`src/rtl/iob_pkg.sv`:
```
package iob_pkg;
  typedef enum logic [1:0] {
    SZ_BYTE = 2'd0,
    SZ_HALF = 2'd1,
    SZ_WORD = 2'd2,
    SZ_RSVD = 2'd3
  } iob_size_e;

  typedef enum logic {
    ST_IDLE = 1'b0,
    ST_WAIT = 1'b1
  } iob_state_e;
endpackage

```
`src/rtl/iob_win_decode.sv`:
```
module iob_win_decode #(
  parameter int unsigned ADDR_W   = 32,
  parameter int unsigned WIN_AW   = 16,
  parameter logic [ADDR_W-1:0] WIN_BASE = 32'h1400_0000
) (
  input  logic [ADDR_W-1:0] addr_i,
  input  logic [1:0]        size_i,
  output logic              hit_o,
  output logic [WIN_AW-1:0] port_o
);
  import iob_pkg::*;
  localparam int unsigned TAG_W = ADDR_W - WIN_AW;
  localparam logic [TAG_W-1:0] BASE_TAG = WIN_BASE[ADDR_W-1:WIN_AW];

  logic tag_match;
  logic size_ok;

  assign tag_match = (addr_i[ADDR_W-1:WIN_AW] == BASE_TAG);
  assign size_ok   = (size_i != SZ_RSVD);
  assign hit_o     = tag_match && size_ok;
  assign port_o    = addr_i[WIN_AW-1:0];
endmodule

```
`src/rtl/iob_lane_swap.sv`:
```
module iob_lane_swap #(
  parameter int unsigned DATA_W     = 32,
  parameter bit          BIG_ENDIAN = 1'b1
) (
  input  logic [1:0]        size_i,
  input  logic [DATA_W-1:0] data_i,
  output logic [DATA_W-1:0] data_o
);
  import iob_pkg::*;
  localparam int unsigned NB = DATA_W / 8;

  int lanes;
  always_comb begin
    case (size_i)
      SZ_BYTE: lanes = 1;
      SZ_HALF: lanes = 2;
      SZ_WORD: lanes = 4;
      default: lanes = 0;
    endcase
  end

  generate
    if (BIG_ENDIAN) begin : g_swap
      always_comb begin
        data_o = '0;
        for (int i = 0; i < NB; i++) begin
          if (i < lanes) data_o[i*8 +: 8] = data_i[(lanes-1-i)*8 +: 8];
        end
      end
    end else begin : g_pass
      always_comb begin
        data_o = '0;
        for (int i = 0; i < NB; i++) begin
          if (i < lanes) data_o[i*8 +: 8] = data_i[i*8 +: 8];
        end
      end
    end
  endgenerate

  // a single byte keeps its lane whatever the endianness
  always_comb begin
    if (size_i == SZ_BYTE) begin
      assert_byte_pass_R6: assert (data_o == {{(DATA_W-8){1'b0}}, data_i[7:0]});
    end
  end
endmodule

```
`src/rtl/iob_ctrl.sv`:
```
module iob_ctrl #(
  parameter int unsigned DATA_W = 32,
  parameter int unsigned WIN_AW = 16
) (
  input  logic              clk_i,
  input  logic              rst_ni,
  input  logic              req_valid_i,
  output logic              req_ready_o,
  input  logic              hit_i,
  input  logic              write_i,
  input  logic [WIN_AW-1:0] port_i,
  input  logic [1:0]        size_i,
  input  logic [DATA_W-1:0] wdata_i,
  output logic              io_valid_o,
  input  logic              io_ack_i,
  output logic              io_write_o,
  output logic [WIN_AW-1:0] io_addr_o,
  output logic [1:0]        io_size_o,
  output logic [DATA_W-1:0] io_wdata_o,
  input  logic [DATA_W-1:0] rdata_i,
  output logic              rsp_valid_o,
  output logic              rsp_miss_o,
  output logic [DATA_W-1:0] rsp_rdata_o
);
  import iob_pkg::*;

  iob_state_e state_q;
  logic accept;
  logic done;

  assign req_ready_o = (state_q == ST_IDLE);
  assign io_valid_o  = (state_q == ST_WAIT);
  assign accept      = req_valid_i && req_ready_o;
  assign done        = io_valid_o && io_ack_i;

  // reset leaves the bridge idle with no response pending
  always_ff @(posedge clk_i or negedge rst_ni) begin
    if (!rst_ni) begin
      state_q     <= ST_IDLE;
      io_write_o  <= 1'b0;
      io_addr_o   <= '0;
      io_size_o   <= SZ_BYTE;
      io_wdata_o  <= '0;
      rsp_valid_o <= 1'b0;
      rsp_miss_o  <= 1'b0;
      rsp_rdata_o <= '0;
    end else begin
      rsp_valid_o <= 1'b0;
      rsp_miss_o  <= 1'b0;
      rsp_rdata_o <= '0;
      if (accept) begin
        if (hit_i) begin
          state_q    <= ST_WAIT;
          io_write_o <= write_i;
          io_addr_o  <= port_i;
          io_size_o  <= size_i;
          io_wdata_o <= write_i ? wdata_i : '0;
        end else begin
          rsp_valid_o <= 1'b1;
          rsp_miss_o  <= 1'b1;
        end
      end else if (done) begin
        state_q     <= ST_IDLE;
        rsp_valid_o <= 1'b1;
        rsp_rdata_o <= io_write_o ? '0 : rdata_i;
      end
    end
  end

  assert_hold_R4: assert property (@(posedge clk_i) disable iff (!rst_ni)
    (io_valid_o && !io_ack_i) |=> (io_valid_o && !req_ready_o && $stable(io_addr_o)
      && $stable(io_size_o) && $stable(io_write_o) && $stable(io_wdata_o)));

  assert_rsp_after_ack_R5: assert property (@(posedge clk_i) disable iff (!rst_ni)
    (io_valid_o && io_ack_i) |=> (rsp_valid_o && !rsp_miss_o && !io_valid_o));

  assert_miss_no_io_R3: assert property (@(posedge clk_i) disable iff (!rst_ni)
    (req_valid_i && req_ready_o && !hit_i) |=>
      (!io_valid_o && rsp_valid_o && rsp_miss_o && rsp_rdata_o == '0));

  assert_quiet_data_R10: assert property (@(posedge clk_i) disable iff (!rst_ni)
    (!rsp_valid_o || rsp_miss_o) |-> (rsp_rdata_o == '0));
endmodule

```
`src/rtl/io_window_bridge.sv`:
```
module io_window_bridge #(
  parameter int unsigned ADDR_W     = 32,
  parameter int unsigned DATA_W     = 32,
  parameter int unsigned WIN_AW     = 16,
  parameter logic [ADDR_W-1:0] WIN_BASE = 32'h1400_0000,
  parameter bit          BIG_ENDIAN = 1'b1
) (
  input  logic              clk_i,
  input  logic              rst_ni,
  input  logic              req_valid_i,
  output logic              req_ready_o,
  input  logic              req_write_i,
  input  logic [ADDR_W-1:0] req_addr_i,
  input  logic [1:0]        req_size_i,
  input  logic [DATA_W-1:0] req_wdata_i,
  output logic              rsp_valid_o,
  output logic              rsp_miss_o,
  output logic [DATA_W-1:0] rsp_rdata_o,
  output logic              io_valid_o,
  input  logic              io_ack_i,
  output logic              io_write_o,
  output logic [WIN_AW-1:0] io_addr_o,
  output logic [1:0]        io_size_o,
  output logic [DATA_W-1:0] io_wdata_o,
  input  logic [DATA_W-1:0] io_rdata_i
);
  logic              hit;
  logic [WIN_AW-1:0] port;
  logic [DATA_W-1:0] wdata_sw;
  logic [DATA_W-1:0] rdata_sw;

  iob_win_decode #(
    .ADDR_W(ADDR_W), .WIN_AW(WIN_AW), .WIN_BASE(WIN_BASE)
  ) u_dec (
    .addr_i(req_addr_i), .size_i(req_size_i), .hit_o(hit), .port_o(port)
  );

  iob_lane_swap #(.DATA_W(DATA_W), .BIG_ENDIAN(BIG_ENDIAN)) u_wr_swap (
    .size_i(req_size_i), .data_i(req_wdata_i), .data_o(wdata_sw)
  );

  // read data is reordered by the size of the transaction being held
  iob_lane_swap #(.DATA_W(DATA_W), .BIG_ENDIAN(BIG_ENDIAN)) u_rd_swap (
    .size_i(io_size_o), .data_i(io_rdata_i), .data_o(rdata_sw)
  );

  iob_ctrl #(.DATA_W(DATA_W), .WIN_AW(WIN_AW)) u_ctrl (
    .clk_i(clk_i), .rst_ni(rst_ni),
    .req_valid_i(req_valid_i), .req_ready_o(req_ready_o),
    .hit_i(hit), .write_i(req_write_i), .port_i(port),
    .size_i(req_size_i), .wdata_i(wdata_sw),
    .io_valid_o(io_valid_o), .io_ack_i(io_ack_i), .io_write_o(io_write_o),
    .io_addr_o(io_addr_o), .io_size_o(io_size_o), .io_wdata_o(io_wdata_o),
    .rdata_i(rdata_sw),
    .rsp_valid_o(rsp_valid_o), .rsp_miss_o(rsp_miss_o), .rsp_rdata_o(rsp_rdata_o)
  );

  assert_fwd_R1_R2: assert property (@(posedge clk_i) disable iff (!rst_ni)
    (req_valid_i && req_ready_o && hit) |=>
      (io_valid_o && io_addr_o == $past(req_addr_i[WIN_AW-1:0])
       && io_size_o == $past(req_size_i) && io_write_o == $past(req_write_i)));

  assert_window_R1: assert property (@(posedge clk_i) disable iff (!rst_ni)
    (req_valid_i && req_ready_o && req_size_i != 2'd3
     && req_addr_i[ADDR_W-1:WIN_AW] == WIN_BASE[ADDR_W-1:WIN_AW]) |=> io_valid_o);
endmodule

```
`config.mk`:
```
export PLATFORM = sky130hd
export DESIGN_NAME = io_window_bridge
export DESIGN_NICKNAME = d
export VERILOG_FILES = /design/src/rtl/iob_pkg.sv /design/src/rtl/iob_win_decode.sv /design/src/rtl/iob_lane_swap.sv /design/src/rtl/iob_ctrl.sv /design/src/rtl/io_window_bridge.sv
export SDC_FILE = /design/constraint.sdc
export NUM_CORES = 1
export LEC_CHECK = 0
export BUFFER_PORTS_ARGS = -buffer_cell sky130_fd_sc_hd__clkbuf_2
export CAP_MARGIN = 20
export CORE_MARGIN = 2
export CORE_UTILIZATION = 43
export CTS_BUF_LIST = sky130_fd_sc_hd__clkbuf_16
export DETAILED_ROUTE_END_ITERATION = 10
export PLACE_DENSITY = 0.71
export SLEW_MARGIN = 25
export SYNTH_ARGS = -nofsm -noshare
export SYNTH_HDL_FRONTEND = slang
export SYNTH_SLANG_ARGS = --single-unit
```
`constraint.sdc`:
```
create_clock -name clk_i -period 3.9 [get_ports clk_i]
set_input_delay 0.195 -clock clk_i [delete_from_list [all_inputs] [get_ports clk_i]]
set_output_delay 0.195 -clock clk_i [all_outputs]
set_load 0.02 [all_outputs]
```
Yosys cells after proc, flatten, opt, wreduce, memory -nomap -nowiden --
Index checks and enable logic that the tools add are counted.
Cells by class: add/subtract/negate cells 8, order comparisons 8, equal/unequal tests 7, shift operators 8, multiplexer cells 21, bitwise logic cells 1, reduce and logical (&&, ||, !) cells 8
Operators with widths (count):
- 32-bit by 32-bit variable part select with 8-bit output | 8
- 32-bit 2-to-1 mux | 4
- 29-bit by 3-bit subtractor with 29-bit output (second input constant) | 4
- 8-bit 2-to-1 mux | 8
- 29-bit by 2-bit subtractor with 29-bit output (second input constant) | 2
- 3-bit case mux with 3 select lines | 2
- 16-bit by 13-bit == test with 1-bit output (second input constant) | 1
- 1-bit by 3-bit < comparator with 1-bit output (first input constant) | 4
- 2-bit by 3-bit < comparator with 1-bit output (first input constant) | 4
- 3-bit by 1-bit subtractor with 4-bit output (second input constant) | 2
- 1-bit 2-to-1 mux | 7
- 2-bit by 1-bit == test with 1-bit output (second input constant) | 2
- 2-bit == test (second input constant) | 2
- 2-bit logical NOT | 2
- 2-bit inequality test (second input constant) | 2
- 2-bit AND reduction | 2
- 1-bit logical AND | 3
- 2-bit nonzero test | 1
- 1-bit NOT | 1
Storage, ports and cells: flip-flop bits (word level) 86, input port bits 103, output and inout bits 87, word-level logic and storage cells 69

Depth between registers and ports, before layout --
depth after elaboration 9, depth in mapped cells 8, depth with buffers taken out 6

Modules after synthesis --
A second synthesis with hierarchy kept.
Second synthesis, totals: cells, all modules 487, area, all modules 5268.8 um^2
Modules (own cells, without submodules):
- iob_ctrl | instances 1, cells each 252, area each 3320.7 um^2
- iob_lane_swap | instances 2, cells each 106, area each 892.1 um^2
- iob_win_decode | instances 1, cells each 23, area each 163.9 um^2

Worst setup path after synthesis --
Ideal clock, no wire load.
path kind register to register, from reg u_ctrl.io_size_o[1], to reg u_ctrl.rsp_rdata_o[28], library setup time 0.120 ns, data arrival time 2.071 ns, required time 3.780 ns, path slack 1.710 ns, stages on the path, launching flop included 7, path buffers 2, clock period less this slack 2.190 ns, cell sequence dfrtp_1 inv_1 ha_1 clkbuf_1 clkbuf_1 mux4_2 and3_1
Between the ends: word-level cells in the longest chain between the ends 9, elaborated cells between the ends (all ways) 12, those cells by class add/sub (2); order compare (1); eq/ne (2); shift (1); mux (5); reduce/logical (1)
RTL lines:
- from (decl) | line iob_ctrl.sv:18 | output logic [1:0] io_size_o,
- from (signal assigned) | line iob_ctrl.sv:56 | io_size_o <= size_i;
- 2-bit == test, or another cell as far along | line iob_lane_swap.sv:14 | case (size_i)
- 3-bit case mux with 3 select lines * | line iob_lane_swap.sv:14
- 3-bit by 1-bit subtractor with 4-bit output | line iob_lane_swap.sv:27 | if (i < lanes) data_o[i*8 +: 8] = data_i[(lanes-1-i)*8 +: 8];
- 29-bit by 3-bit subtractor with 29-bit output | line iob_lane_swap.sv:27
- 32-bit by 32-bit variable part select with 8-bit output | line iob_lane_swap.sv:27
- 8-bit 2-to-1 mux * | line iob_lane_swap.sv:27
- 32-bit 2-to-1 mux * | line iob_ctrl.sv:65 | rsp_rdata_o <= io_write_o ? '0 : rdata_i;
- 32-bit 2-to-1 mux * | line iob_ctrl.sv:62 | end else if (done) begin
- 32-bit 2-to-1 mux * | line iob_ctrl.sv:51 | if (accept) begin
- to (signal assigned) | line iob_ctrl.sv:65
- to (decl) | line iob_ctrl.sv:23 | output logic [DATA_W-1:0] rsp_rdata_o
Every way passes the cells marked *; elsewhere a longest branch is shown, timed or not. A chain may end at the register's enable or synchronous reset.

Worst setup path after layout --
from reg u_ctrl.io_size_o[1], to reg u_ctrl.rsp_rdata_o[30]
Same word-level chain as after synthesis.

==> results <==
- The count of distinct cell types in the synthesized netlist is 25.
- The worst setup path is launched from a flop.
- The number of standard cells after synthesis is about 370.
- The floorplan step defined a die boundary enclosing between 10000 and 15000 um^2.
- The worst flop-to-flop path startpoint is u_ctrl.io_size_o[1].
- After floorplanning, the core was divided into 40 placement rows.
- Clock tree synthesis found a total of 86 sinks.
- In this run the vertical extent of the chip is 114 um.
- The maximum number of pins on one net before global-route repair is between 80 and 90.
- The area growth from synthesis to layout is 24.4%.
- The residual overflow from global routing is 0.
- The number of max-capacitance violations reported is 0.
- Detailed routing inserted a total of between 3000 and 4000 vias.
- The count of input and output buffers is about 190.
- The count of hold-fix buffers inserted at cts is 0.
- After detailed routing, the average wire length per cell comes to ~19 um.
- The cell area power density is between 300 and 400 nW/um^2.
- The category of the worst setup path capture point is a flop.
- The clock network burns roughly 43% of the power.
- The number of enable-type register cells in the synthesized netlist is 0.
- Clock skew on the completed layout was measured at 0.0130 ns.
- The weighted congestion reported at the end of routability-driven placement is 0.864.
- The number of nets in the layout is approximately 650.
- The share of the Yosys chip area taken by registers is around two fifths.
- Counting the fill cells in the layout gives between 900 and 1000.
- The first global-routing pass estimated 20700 um of wire.
- Summed over all nets, the switching power comes to between 0.0004 and 0.0005 W.
- Among all cell types in the netlist, the one instantiated most often is dfrtp_1.
- IR analysis of the VDD net gives a maximum drop of between 0.2 and 0.25 mV.
- The reported leakage power is about 3.4 nW.
- The beginning of the worst hold path is io_ack_i.
- The data required time at the worst endpoint is 4.13 ns.
- The slack of the worst reg-to-reg path is ~1.5 ns.
- The final-report max-slew violation count came to 0.
- The count of nets left with antenna violations after detail routing is 0.
- Measured against its own limit, the worst slew margin works out to 33.3%.
- The initial cell density of the core is 43.8%.
- The worst hold path terminates at u_ctrl.io_valid_o.
- The clock tree from TritonCTS is done.
- The vias per cell is 5.73.
- Once the clock tree was built, the resizer swapped 0 gates to a different size.
- The dominant cell type by area after synthesis is dfrtp_1.
- The number of iterations in the first detailed-routing pass is 4.
- The via count of the first global-routing pass is about 3900.
- The destination of the worst register-to-register timing path is u_ctrl.rsp_rdata_o[30].
- STA puts the critical path data arrival time at ~2.6 ns.
- The number of buffers added for setup after CTS is 0.
- The detailed placement HPWL is 9500 um.
- The number of setup violations in the final report is 0.
- The number of cells traversed by the worst hold path is 2.
- The H-tree generated during clock tree synthesis spans 3 levels.
- The top cell type by area accounts for about 40% of the synthesized area.
- 0 antenna diodes ended up in the layout.
- Summed over all failing endpoints, the final setup total negative slack is 0 ns.
- The number of antenna violations at the first check in global routing is 0.
- Of the available clock period, the critical path in the final layout requires between 60% and 70%.
- The final core utilization is a little over half.
- The number of buffers on the longest clock path is 2.
- The run finished with clean final reports.
- The part of the power in registers is 45.2%.
- Setup repair after global routing left no endpoint under its margin.
- Sorting the synthesized cells by how often they occur yields dfrtp_1, mux4_2, mux2_4, and3_1, a211oi_1.
- The number of nets handed over by synthesis was between 400 and 500.
- The clock slew seen by the registers of the worst setup and hold paths is about 0.070 ns.
- The post-synth design cell area is around 5200 um^2.
- The internal portion of the total power is between 0.0015 and 0.002 W.
- At the pin with the least slew margin, the transition time is approximately 1.0 ns.
- Global routing consumed, over all layers together, around 20% of the routing resources.
- The horizontal extent of the die is ~110 um.
- For this run, the top clock speed supported by timing is around 0.42 GHz.
- The final wirelength is roughly 13000 um.
- The clock insertion delay at the later pin of the skew report is 0.33 ns.
- For this design the top-level I/O count stands at 190.
- The final-report hold violation count is 0.
- The DRC violation total after the first TritonRoute iteration is 219.
- After synthesis, the cell types taking the most area are dfrtp_1, mux4_2, mux2_4.
- The total number of yosys warnings is 0.
- The dominant synthesized flop cell is dfrtp_1.
- The fraction of layout instances using a drive strength above 1 is between 50% and 60%.
- In this run, synthesis produced a sequential element count of 86.
- The share of synthesized registers carrying an async set or reset is 100%.
- Clock tree synthesis inserted a total of 9 buffers.
- The mean cell area of the mapped netlist is roughly 14 um^2.
- The time the worst path needs with I/O delays and setup is 2.36 ns.
- In the routed design, unresolved DRC markers number 0.
- The switching share of power is 23.5%.
- Combinational logic burns around an eighth of the power.
- The critical path start-end classification is reg -> reg.
- In this run the standard cell core region covers 12000 um^2.
- In this run the worst hold path is classified as in -> reg.
- The number of cells on the worst reg-to-reg path is 5.
- In this run the worst path has a maximum fanout of 32.
- The clock tree root driver cell is clkbuf_16.
- The overall power of the completed layout is between 0.0015 and 0.002 W.
## cell type report
type / count / area (um^2) / share of cell area [%]
well taps: 147 / 184 / 2.82
multi-input cells: 241 / 2870 / 44.1
inverters: 5 / 18.8 / 0.288
flip-flops and latches: 86 / 2150 / 33.0
clock buffers: 9 / 225 / 3.46
repair buffers: 193 / 997 / 15.3
clock inverters: 7 / 66.3 / 1.02
## cells by family after synthesis
group                    count (synthesis)  share of synthesized area, %
buffers and inverters                   38                          4.61
AO/OA/AOI/OAI                           37                          5.04
AND/OR/NAND/NOR                         86                          9.75
adder cells (fa/ha/maj)                 10                          2.39
flip-flops                              86                          41.1
multiplexers                           108                          37.1
## worst max-delay path: stages, from the launching register on
cell and delay (ns):
dfrtp_1 0.41, inv_1 0.14, ha_2 0.66, buf_12 0.28
mux4_2 0.56, and3_1 0.20
## layer usage
layer,GRT usage (%),routed length (um),vias up
met2,33.2,6560,186
li1,-,-,1753
met5,0,0,-
met3,5.82,1060,12
met1,26.9,5350,1988
met4,5.53,174,0
## stage by stage
step / setup WS, ns / hold slack [ns] / std cells / instance area, um^2
finish: 1.54 / 0.0800 / 688 / 6520
global route: 1.36 / 0.0841 / 688 / 6520
CTS: 1.50 / 0.0644 / 687 / 6490
detailed placement: 1.19 / 0.414 / 671 / 6200
global placement: 1.26 / 0.404 / 671 / 6200
floorplan: 1.71 / -0.101 / 365 / 5240
## state kept, by name (all words and copies together) (netlist names)
register	flops
u_ctrl.io_addr_o	16
u_ctrl.rsp_miss_o	1
u_ctrl.rsp_rdata_o	32
u_ctrl.io_write_o	1
u_ctrl.io_valid_o	1
u_ctrl.io_size_o	2
u_ctrl.rsp_valid_o	1
u_ctrl.io_wdata_o	32
## how the worst max path moves through the flow
stage          slack, ns                      to                 from  depth (start not counted)
2_1_floorplan       1.71  u_ctrl.rsp_rdata_o[28]  u_ctrl.io_size_o[1]                          6
3_3_place_gp        1.26   u_ctrl.io_wdata_o[14]        req_size_i[0]                          6
3_5_place_dp        1.19   u_ctrl.io_wdata_o[30]        req_size_i[0]                          6
4_1_cts             1.50  u_ctrl.rsp_rdata_o[30]  u_ctrl.io_size_o[1]                          5
5_1_grt             1.36  u_ctrl.rsp_rdata_o[30]  u_ctrl.io_size_o[1]                          5
6_report            1.54  u_ctrl.rsp_rdata_o[30]  u_ctrl.io_size_o[1]                          5
## power by group through the flow
stage | clock network [W] | logic (W) | registers, W
after floorplan | 0 | 0.000117 | 0.000912
after global placement | 0 | 0.000226 | 0.000910
after detailed placement | 0 | 0.000234 | 0.000910
after CTS | 0.000863 | 0.000235 | 0.000893
after global routing | 0.000905 | 0.000258 | 0.000893
final | 0.000844 | 0.000237 | 0.000893
## layout by cell type (no fill, tap or decap), drive strengths merged, types with 8 or more instances in the layout
master and count:
clkbuf 197, dfrtp 86, mux4 50, mux2 49, and3 41, a211oi 28, nor2b 16, ha 10
nand2 9, mux2i 9, nor2 8
No activity file was read; power rests on OpenSTA's default activity.
